--- config.mk ---
export PLATFORM = sky130hd
export DESIGN_NAME = pll_div_search
export DESIGN_NICKNAME = d
export VERILOG_FILES = /design/src/rtl/pll_search_pkg.sv /design/src/rtl/pll_seq_divider.sv /design/src/rtl/pll_reg_encoder.sv /design/src/rtl/pll_div_search.sv
export SDC_FILE = /design/constraint.sdc
export NUM_CORES = 2
export LEC_CHECK = 0
export ABC_AREA = 1
export BUFFER_PORTS_ARGS = -buffer_cell sky130_fd_sc_hd__buf_2
export CORE_MARGIN = 2
export CORE_UTILIZATION = 60
export DETAILED_ROUTE_END_ITERATION = 10
export PLACE_DENSITY = 0.74
export SYNTH_ARGS = -nofsm -noshare
export SYNTH_HDL_FRONTEND = slang
export SYNTH_SLANG_ARGS = --single-unit
--- constraint.sdc ---
create_clock -name clk -period 17.7 [get_ports clk]
set_input_delay 2.655 -clock clk [delete_from_list [all_inputs] [get_ports clk]]
set_output_delay 2.655 -clock clk [all_outputs]
set_load 0.005 [all_outputs]
--- src/rtl/pll_search_pkg.sv ---
package pll_search_pkg;

    localparam int REQ_W  = 20;
    localparam int DW     = 36;
    localparam int ERR_W  = 17;
    localparam int M_W    = 8;
    localparam int N_W    = 4;
    localparam int P_W    = 4;
    localparam int P2_W   = 5;
    localparam int PD_W   = P_W + P2_W;
    localparam int VCO_W  = 22;
    localparam int ENC_W  = 8;
    localparam int SCALE  = 10000;
    localparam int ERR_INIT    = 100000;
    localparam int SERIAL_TOL  = 46;
    localparam int LVDS_M_BASE = 10;

    typedef enum logic [2:0] {
        S_IDLE, S_CAND, S_ACH_WAIT, S_ERR_GO,
        S_ERR_WAIT, S_NEXT_P1, S_NEXT_N, S_FINISH
    } srch_state_t;

    typedef struct packed {
        logic [REQ_W-1:0] ref_khz;
        logic [M_W-1:0]   m_min;
        logic [M_W-1:0]   m_max;
        logic [N_W-1:0]   n_min;
        logic [N_W-1:0]   n_max;
        logic [P_W-1:0]   p1_min;
        logic [P_W-1:0]   p1_max;
        logic [P2_W-1:0]  p2;
        logic [VCO_W-1:0] vco_min;
        logic [VCO_W-1:0] vco_max;
        logic             serial;
    } lim_t;

    function automatic lim_t get_limits(input logic [1:0] sel);
        lim_t l;
        case (sel)
            2'd0:    l = '{20'd200000, 8'd10, 8'd17, 4'd1, 4'd1, 4'd2, 4'd8,
                           5'd14, 22'd2000000, 22'd3400000, 1'b0};
            2'd1:    l = '{20'd100000, 8'd20, 8'd34, 4'd1, 4'd1, 4'd2, 4'd8,
                           5'd14, 22'd1000000, 22'd3400000, 1'b0};
            2'd2:    l = '{20'd166000, 8'd12, 8'd20, 4'd1, 4'd1, 4'd2, 4'd7,
                           5'd14, 22'd2000000, 22'd3333333, 1'b0};
            default: l = '{20'd96000, 8'd80, 8'd137, 4'd3, 4'd7, 4'd1, 4'd2,
                           5'd10, 22'd1400000, 22'd2800000, 1'b1};
        endcase
        return l;
    endfunction

    // 6-bit shift sequence used as the LVDS M code; entry idx
    function automatic logic [5:0] lvds_m_code(input logic [M_W-1:0] idx);
        logic [5:0] x;
        x = 6'h2B;
        for (int i = 0; i < 32; i++) begin
            if (i < int'(idx)) x = {x[0] ^ x[5], x[5:1]};
        end
        return x;
    endfunction

endpackage

--- src/rtl/pll_seq_divider.sv ---
module pll_seq_divider #(
    parameter int W = 36
) (
    input  logic         clk,
    input  logic         rst,
    input  logic         start,
    input  logic [W-1:0] dividend,
    input  logic [W-1:0] divisor,
    output logic         done,
    output logic [W-1:0] quotient,
    output logic [W-1:0] remainder
);
    localparam int CW = $clog2(W + 1);

    logic [W:0]    rem_r;
    logic [W-1:0]  quo_r;
    logic [W-1:0]  a_q, b_q;
    logic [CW-1:0] cnt;
    logic          run;
    logic [W:0]    shifted, next_rem;
    logic          fits;

    always_comb begin
        shifted  = {rem_r[W-1:0], quo_r[W-1]};
        fits     = shifted >= {1'b0, b_q};
        next_rem = fits ? (shifted - {1'b0, b_q}) : shifted;
    end

    always_ff @(posedge clk) begin
        if (rst) begin
            rem_r <= '0;
            quo_r <= '0;
            a_q   <= '0;
            b_q   <= '0;
            cnt   <= '0;
            run   <= 1'b0;
            done  <= 1'b0;
        end else begin
            done <= 1'b0;
            if (start) begin
                rem_r <= '0;
                quo_r <= dividend;
                a_q   <= dividend;
                b_q   <= divisor;
                cnt   <= CW'(W);
                run   <= 1'b1;
            end else if (run) begin
                rem_r <= next_rem;
                quo_r <= {quo_r[W-2:0], fits};
                cnt   <= cnt - 1'b1;
                if (cnt == CW'(1)) begin
                    run  <= 1'b0;
                    done <= 1'b1;
                end
            end
        end
    end

    assign quotient  = quo_r;
    assign remainder = rem_r[W-1:0];


    div_identity_chk: assert property (@(posedge clk) disable iff (rst)
        done |-> ((2*W)'(quotient) * (2*W)'(b_q) + (2*W)'(remainder) == (2*W)'(a_q))
                 && (b_q == '0 || remainder < b_q));

endmodule

--- src/rtl/pll_reg_encoder.sv ---
module pll_reg_encoder
    import pll_search_pkg::*;
(
    input  logic             valid,
    input  logic             serial,
    input  logic [M_W-1:0]   m,
    input  logic [N_W-1:0]   n,
    input  logic [P_W-1:0]   p1,
    output logic [ENC_W-1:0] enc_m,
    output logic [ENC_W-1:0] enc_n,
    output logic [ENC_W-1:0] enc_p1
);
    logic [M_W-1:0] m_idx;

    always_comb begin
        m_idx  = m - M_W'(LVDS_M_BASE);
        enc_m  = '0;
        enc_n  = '0;
        enc_p1 = '0;
        if (valid) begin
            if (serial) begin
                enc_m  = m - ENC_W'(2);
                enc_n  = ENC_W'(1) << (n - N_W'(1));
                enc_p1 = ENC_W'(1) << (p1 - P_W'(1));
            end else begin
                enc_m  = {2'b00, lvds_m_code(m_idx)};
                enc_n  = ENC_W'(n);
                enc_p1 = ENC_W'(1) << (p1 - P_W'(2));
            end
        end
    end

endmodule

--- src/rtl/pll_div_search.sv ---
module pll_div_search
    import pll_search_pkg::*;
(
    input  logic             clk,
    input  logic             rst,
    input  logic             start,
    input  logic [REQ_W-1:0] req_khz,
    input  logic [1:0]       limit_sel,
    input  logic             ext_ref,
    output logic             busy,
    output logic             done,
    output logic             pass,
    output logic [M_W-1:0]   best_m,
    output logic [N_W-1:0]   best_n,
    output logic [P_W-1:0]   best_p1,
    output logic [DW-1:0]    achieved_khz,
    output logic [ERR_W-1:0] err_ppt,
    output logic [ENC_W-1:0] enc_m,
    output logic [ENC_W-1:0] enc_n,
    output logic [ENC_W-1:0] enc_p1
);
    srch_state_t      st;
    lim_t             lim_q, lim_in;
    logic [REQ_W-1:0] req_q, ref_q, allow_q;
    logic [M_W-1:0]   m_q;
    logic [N_W-1:0]   n_q;
    logic [P_W-1:0]   p1_q;
    logic [DW-1:0]    ach_q;

    logic [PD_W-1:0]  pdiv;
    logic [DW-1:0]    vco;
    logic             vco_high, vco_ok;
    logic             div_start, div_done;
    logic [DW-1:0]    div_a, div_b, div_q, div_r;
    logic             overshoot;
    logic [DW-1:0]    abs_err;

    assign lim_in = get_limits(limit_sel);
    assign busy   = (st != S_IDLE);

    always_comb begin
        pdiv      = PD_W'(p1_q) * PD_W'(lim_q.p2);
        vco       = DW'(req_q) * DW'(pdiv);
        vco_high  = vco > DW'(lim_q.vco_max);
        vco_ok    = !vco_high && (vco >= DW'(lim_q.vco_min));
        div_start = ((st == S_CAND) && vco_ok) || (st == S_ERR_GO);
        if (st == S_CAND) begin
            div_a = DW'(ref_q) * DW'(m_q);
            div_b = DW'(n_q) * DW'(pdiv);
        end else begin
            div_a = DW'(req_q) * DW'(SCALE);
            div_b = ach_q;
        end
        overshoot = div_q > (DW'(SCALE) + DW'(err_ppt));
        abs_err   = (div_q >= DW'(SCALE)) ? (div_q - DW'(SCALE))
                                          : (DW'(SCALE) - div_q);
    end

    pll_seq_divider #(.W(DW)) u_div (
        .clk      (clk),
        .rst      (rst),
        .start    (div_start),
        .dividend (div_a),
        .divisor  (div_b),
        .done     (div_done),
        .quotient (div_q),
        .remainder(div_r)
    );

    always_ff @(posedge clk) begin
        if (rst) begin
            st           <= S_IDLE;
            lim_q        <= get_limits(2'd0);
            req_q        <= '0;
            ref_q        <= '0;
            allow_q      <= '0;
            m_q          <= '0;
            n_q          <= '0;
            p1_q         <= '0;
            ach_q        <= '0;
            done         <= 1'b0;
            pass         <= 1'b0;
            best_m       <= '0;
            best_n       <= '0;
            best_p1      <= '0;
            achieved_khz <= '0;
            err_ppt      <= ERR_W'(ERR_INIT);
        end else begin
            done <= 1'b0;
            case (st)
                S_IDLE: if (start) begin
                    lim_q        <= lim_in;
                    req_q        <= req_khz;
                    ref_q        <= (lim_in.serial && ext_ref) ? req_khz : lim_in.ref_khz;
                    allow_q      <= !lim_in.serial ? req_khz :
                                    (ext_ref ? '0 : REQ_W'(SERIAL_TOL));
                    m_q          <= lim_in.m_min;
                    n_q          <= lim_in.n_min;
                    p1_q         <= lim_in.p1_min;
                    pass         <= 1'b0;
                    best_m       <= '0;
                    best_n       <= '0;
                    best_p1      <= '0;
                    achieved_khz <= '0;
                    err_ppt      <= ERR_W'(ERR_INIT);
                    st           <= S_CAND;
                end
                S_CAND: begin
                    if (vco_high)    st <= S_NEXT_N;
                    else if (vco_ok) st <= S_ACH_WAIT;
                    else             st <= S_NEXT_P1;
                end
                S_ACH_WAIT: if (div_done) begin
                    ach_q <= div_q;
                    st    <= S_ERR_GO;
                end
                S_ERR_GO: st <= S_ERR_WAIT;
                S_ERR_WAIT: if (div_done) begin
                    if (overshoot) begin
                        st <= S_NEXT_N;
                    end else begin
                        if (abs_err < DW'(err_ppt)) begin
                            err_ppt      <= ERR_W'(abs_err);
                            best_m       <= m_q;
                            best_n       <= n_q;
                            best_p1      <= p1_q;
                            achieved_khz <= ach_q;
                        end
                        st <= S_NEXT_P1;
                    end
                end
                S_NEXT_P1: begin
                    if (p1_q < lim_q.p1_max) begin
                        p1_q <= p1_q + 1'b1;
                        st   <= S_CAND;
                    end else begin
                        st <= S_NEXT_N;
                    end
                end
                S_NEXT_N: begin
                    p1_q <= lim_q.p1_min;
                    if (n_q < lim_q.n_max) begin
                        n_q <= n_q + 1'b1;
                        st  <= S_CAND;
                    end else if (err_ppt == '0 || m_q >= lim_q.m_max) begin
                        st <= S_FINISH;
                    end else begin
                        m_q <= m_q + 1'b1;
                        n_q <= lim_q.n_min;
                        st  <= S_CAND;
                    end
                end
                S_FINISH: begin
                    pass <= REQ_W'(err_ppt) <= allow_q;
                    done <= 1'b1;
                    st   <= S_IDLE;
                end
                default: st <= S_IDLE;
            endcase
        end
    end

    pll_reg_encoder u_enc (
        .valid  (pass),
        .serial (lim_q.serial),
        .m      (best_m),
        .n      (best_n),
        .p1     (best_p1),
        .enc_m  (enc_m),
        .enc_n  (enc_n),
        .enc_p1 (enc_p1)
    );


    done_pulse_chk: assert property (@(posedge clk) disable iff (rst)
        done |=> !done);


    start_accept_chk: assert property (@(posedge clk) disable iff (rst)
        (!busy && start) |=> busy);


    index_range_chk: assert property (@(posedge clk) disable iff (rst)
        (st == S_CAND) |-> (m_q >= lim_q.m_min && m_q <= lim_q.m_max &&
                            n_q >= lim_q.n_min && n_q <= lim_q.n_max &&
                            p1_q >= lim_q.p1_min && p1_q <= lim_q.p1_max));


    vco_window_chk: assert property (@(posedge clk) disable iff (rst)
        (st == S_ERR_WAIT) |-> (vco >= DW'(lim_q.vco_min) && vco <= DW'(lim_q.vco_max)));


    best_monotone_chk: assert property (@(posedge clk) disable iff (rst)
        busy |=> (err_ppt <= $past(err_ppt)));

endmodule

==> results.py <==
metrics = {
    "outcome": {
        "outcome": "finished clean",
    },
    "routing": {
        "vias_per_cell": 5.69,
        "antenna_left": 0,
        "drt-total-wl_um": 101000,
        "vias": 32300,
        "wl_per_cell_um": 17.8,
        "post-route-drc-count": 0,
        "first_pass_iters": 6,
        "dr.first_iter.drc_count": 2987,
    },
    "clocking": {
        "cts_max_path_buffers": 3,
        "ctsHoldBuffers": 0,
        "cts_made_buffers": 38,
        "cts_tree": "yes",
        "clkSlewWorstSetupHoldPaths_ns": 0.06,
        "cts_resized": 0,
        "h-tree-depth": 2,
        "postCtsSetupRepairBufs": 0,
        "cts_root_buf": "clkbuf_16",
        "clkLatencyLatePin_ns": 0.59,
        "cts.sinks": 313,
    },
    "finish": {
        "diodes": 0,
        "final_cells": 5678,
        "areaGrowthSynthToFinish_pct": 6.97,
        "nNetsFinal": 5569,
        "fin_util_pct": 65.2,
        "layout-drive-gt1-share_pct": 6.18,
    },
    "power_and_ir_drop": {
        "p_leak_uw": 0.0197,
        "p_per_area_nw_per_um2": 194,
        "peakVddDrop_mv": 0.796,
        "p_comb_share_pct": 73.2,
        "p_sw_share_pct": 56.0,
        "switchingPower_uw": 4010,
        "p_seq_share_pct": 15.4,
        "clkPwrFrac_pct": 11.4,
        "internal-power_uw": 3150,
    },
    "hold_path": {
        "hold_class": "flip-flop to flip-flop",
        "holdPathStages": 2,
    },
    "critical_path": {
        "worst-r2r-cell-count": 48,
        "cp_max_fo": 66,
        "slowest_delay_ns": 0.78,
        "cp.required_ns": 18.14,
        "crit_path_start_kind": "flip-flop",
        "critical_path_class": "flip-flop to flip-flop",
        "cpMaxStageDelayCell": "clkinv_1",
        "cp-end-kind": "flip-flop",
        "cpMostUsedCell": "nand2_1",
        "critical_path_arrival_ns": 11.45,
    },
    "yosys": {
        "synth_cell_types": 57,
        "async_flop_share_pct": 0,
        "synth_flop_cell": "dfxtp_1",
        "ys_ff_latch": 313,
        "ys.warnings.count": 0,
        "netlist_area_um2": 34500,
        "synth-edff-count": 0,
        "syn_nets": 5569,
        "syn_area_per_cell_um2": 7.04,
        "ys_seq_area_share_pct": 18.2,
        "netlist_instances": 4897,
    },
    "floorplanning": {
        "die_width_um": 244,
        "core-area_um2": 56600,
        "dieArea_um2": 59400,
        "initial_core_util_pct": 60.9,
        "rows": 87,
        "io_pins": 122,
        "die_h_um": 244,
    },
    "global_route": {
        "grt_max_degree": 69,
        "track_usage_pct": 34.0,
        "antenna_found_initial": 2,
        "grt_pass1_vias": 30800,
        "overflow": 0,
        "grt_pass1_wl_um": 163000,
    },
    "place": {
        "hpwl_um": 79600,
        "dp_cells": 5613,
        "gp_congestion": 0.961,
        "io_buffers": 121,
    },
    "sta": {
        "skew_ns": 0.0378,
        "hold_viol": 0,
        "rsz0062_at_grt": "no",
        "setup_viol": 0,
        "timing.hold.ws_ns": 0.465,
        "period_needed_ns": 11.01,
        "slew_headroom_pct": 20.6,
        "max_freq_mhz": 90.9,
        "slew_violations": 0,
        "setup-tns-final_ns": 0,
        "worst_pin_slew_ns": 1.19,
        "period_share_pct": 62.2,
    },
    "flow_run": {
        "maxCapViolations": 0,
    },
}
==> cell usage after synthesis, drive strengths merged, types with 3 or more instances <==
master   instances  share of area (%)
o21a             7               0.15
a21oi          343                5.0
o32ai           10               0.25
nor3            39               0.57
clkinv           6              0.065
a2111oi          3              0.076
nand3          446                6.9
clkbuf         175                1.9
a31oi           56                1.0
inv            935                 10
nor2           316                3.6
o41ai            4               0.10
ha             367                 13
nand4           41               0.76
or2              8               0.15
a221o            4               0.12
buf             21               0.26
xor2            86                2.2
o2111ai          3              0.076
nor4            12               0.22
o21bai           8               0.17
o211ai          18               0.39
xnor2           41                1.0
nand3b           6               0.13
nand2          961                 11
a21o             5               0.11
a221oi           6               0.15
o221ai           3              0.076
a211oi          14               0.30
o31ai           17               0.37
fa             279                 16
o22ai           48               0.87
o21ai          279                4.1
a22oi            3              0.065
dfxtp          313                 18
==> metal layers <==
layer | GRT usage [%] | wire length [um] | part of all wire (%) | up-vias
li1 | - | - | - | 15700
met1 | 45.8 | 42700 | 42 | 15100
met2 | 54.9 | 45500 | 45 | 1271
met3 | 5.07 | 8380 | 8.3 | 225
met4 | 13.6 | 4430 | 4.4 | 2
met5 | 0 | 13 | 0.013 | -
==> registers in the layout, summed over array words and instances, names as in the netlist, 6 cells and up <==
signal and cells:
lim_q 11, ach_q 36, best_m 8, err_ppt 17, req_q 20, u_div.rem_r 36
u_div.quotient 36, ref_q 20, achieved_khz 36, u_div.b_q 36, u_div.cnt 6, allow_q 20
m_q 8
==> area by class of cell <==
type                            instances  area, um^2
Inverter                              941        3530
Clock inverter                         17         268
Clock buffer                           48        1030
Multi-Input combinational cell       3447       24000
Fill cell                            5252       19700
Tap cell                              756         946
Sequential cell                       313        6270
Timing Repair Buffer                  156         868
==> worst paths after layout <==
| check | startpoint | end | slack [ns] |
|---|---|---|---|
| setup / recovery | p1_q[2] | u_div.b_q[15] | 6.69 |
| hold / removal | achieved_khz[7] | achieved_khz[7] | 0.46 |
| hold reg to reg | achieved_khz[7] | achieved_khz[7] | 0.46 |
| setup reg to reg | p1_q[2] | u_div.b_q[15] | 6.69 |
==> through the flow <==
| step | setup WS (ns) | cell area, um^2 | total power, uW |
|---|---|---|---|
| 2_1_floorplan | 9.07 | 34500 | 4970 |
| 3_3_place_gp | 7.19 | 35600 | 6170 |
| 3_5_place_dp | 6.87 | 35600 | 6220 |
| 5_1_grt | 5.63 | 36900 | 7890 |
| 6_report | 6.69 | 36900 | 7160 |
| 4_1_cts | 6.86 | 36900 | 7080 |
==> cell families (layout without fill, tap and decap cells) <==
logic type      after synthesis  in the layout  share of synthesized area (%)
flops                       313            313                           18.2
compound gates              838            838                           13.5
xor+xnor                    127            127                           3.23
buf+inv                    1137           1162                           12.4
fa+ha+maj                   646            646                           29.5
simple gates               1836           1836                           23.1
==> cell usage in the layout (no fill, tap or decap), types with 6 or more instances in the layout <==
| master | count |
|---|---|
| clkbuf_1 | 6 |
| xnor2_1 | 41 |
| nand2_1 | 938 |
| nand2_2 | 20 |
| buf_4 | 35 |
| nand3_1 | 415 |
| nor3_1 | 37 |
| or2_2 | 8 |
| clkinv_1 | 6 |
| o211ai_1 | 18 |
| a31oi_1 | 56 |
| nor2_4 | 7 |
| nand4_1 | 40 |
| o21bai_1 | 8 |
| nor2_1 | 307 |
| nor4_1 | 12 |
| fa_1 | 279 |
| nand3b_1 | 6 |
| o21a_1 | 7 |
| o32ai_1 | 10 |
| xor2_1 | 86 |
| dfxtp_1 | 313 |
| a211oi_1 | 14 |
| o31ai_1 | 17 |
| buf_2 | 121 |
| clkbuf_16 | 38 |
| o22ai_1 | 48 |
| nand3_2 | 30 |
| o21ai_0 | 272 |
| ha_1 | 367 |
| inv_2 | 12 |
| a221oi_1 | 6 |
| a21oi_1 | 343 |
| inv_1 | 922 |
==> power by group through the flow <==
stage / sequential (uW) / clock (uW) / combinational (uW)
after floorplan: 978 / 0 / 3990
after global placement: 1100 / 0 / 5070
after detailed placement: 1100 / 0 / 5120
after CTS: 1090 / 823 / 5170
after global routing: 1120 / 849 / 5930
final: 1100 / 817 / 5240
==> critical path, delay by kind of cell (launching register included) <==
kind	cells	cell delay, ns
fa+ha+maj	8	3.31
buf+inv	9	2.46
simple gates	19	2.11
compound gates	10	1.64
xor+xnor	2	0.85
flops	1	0.48
(Power assumes the default switching activity.)
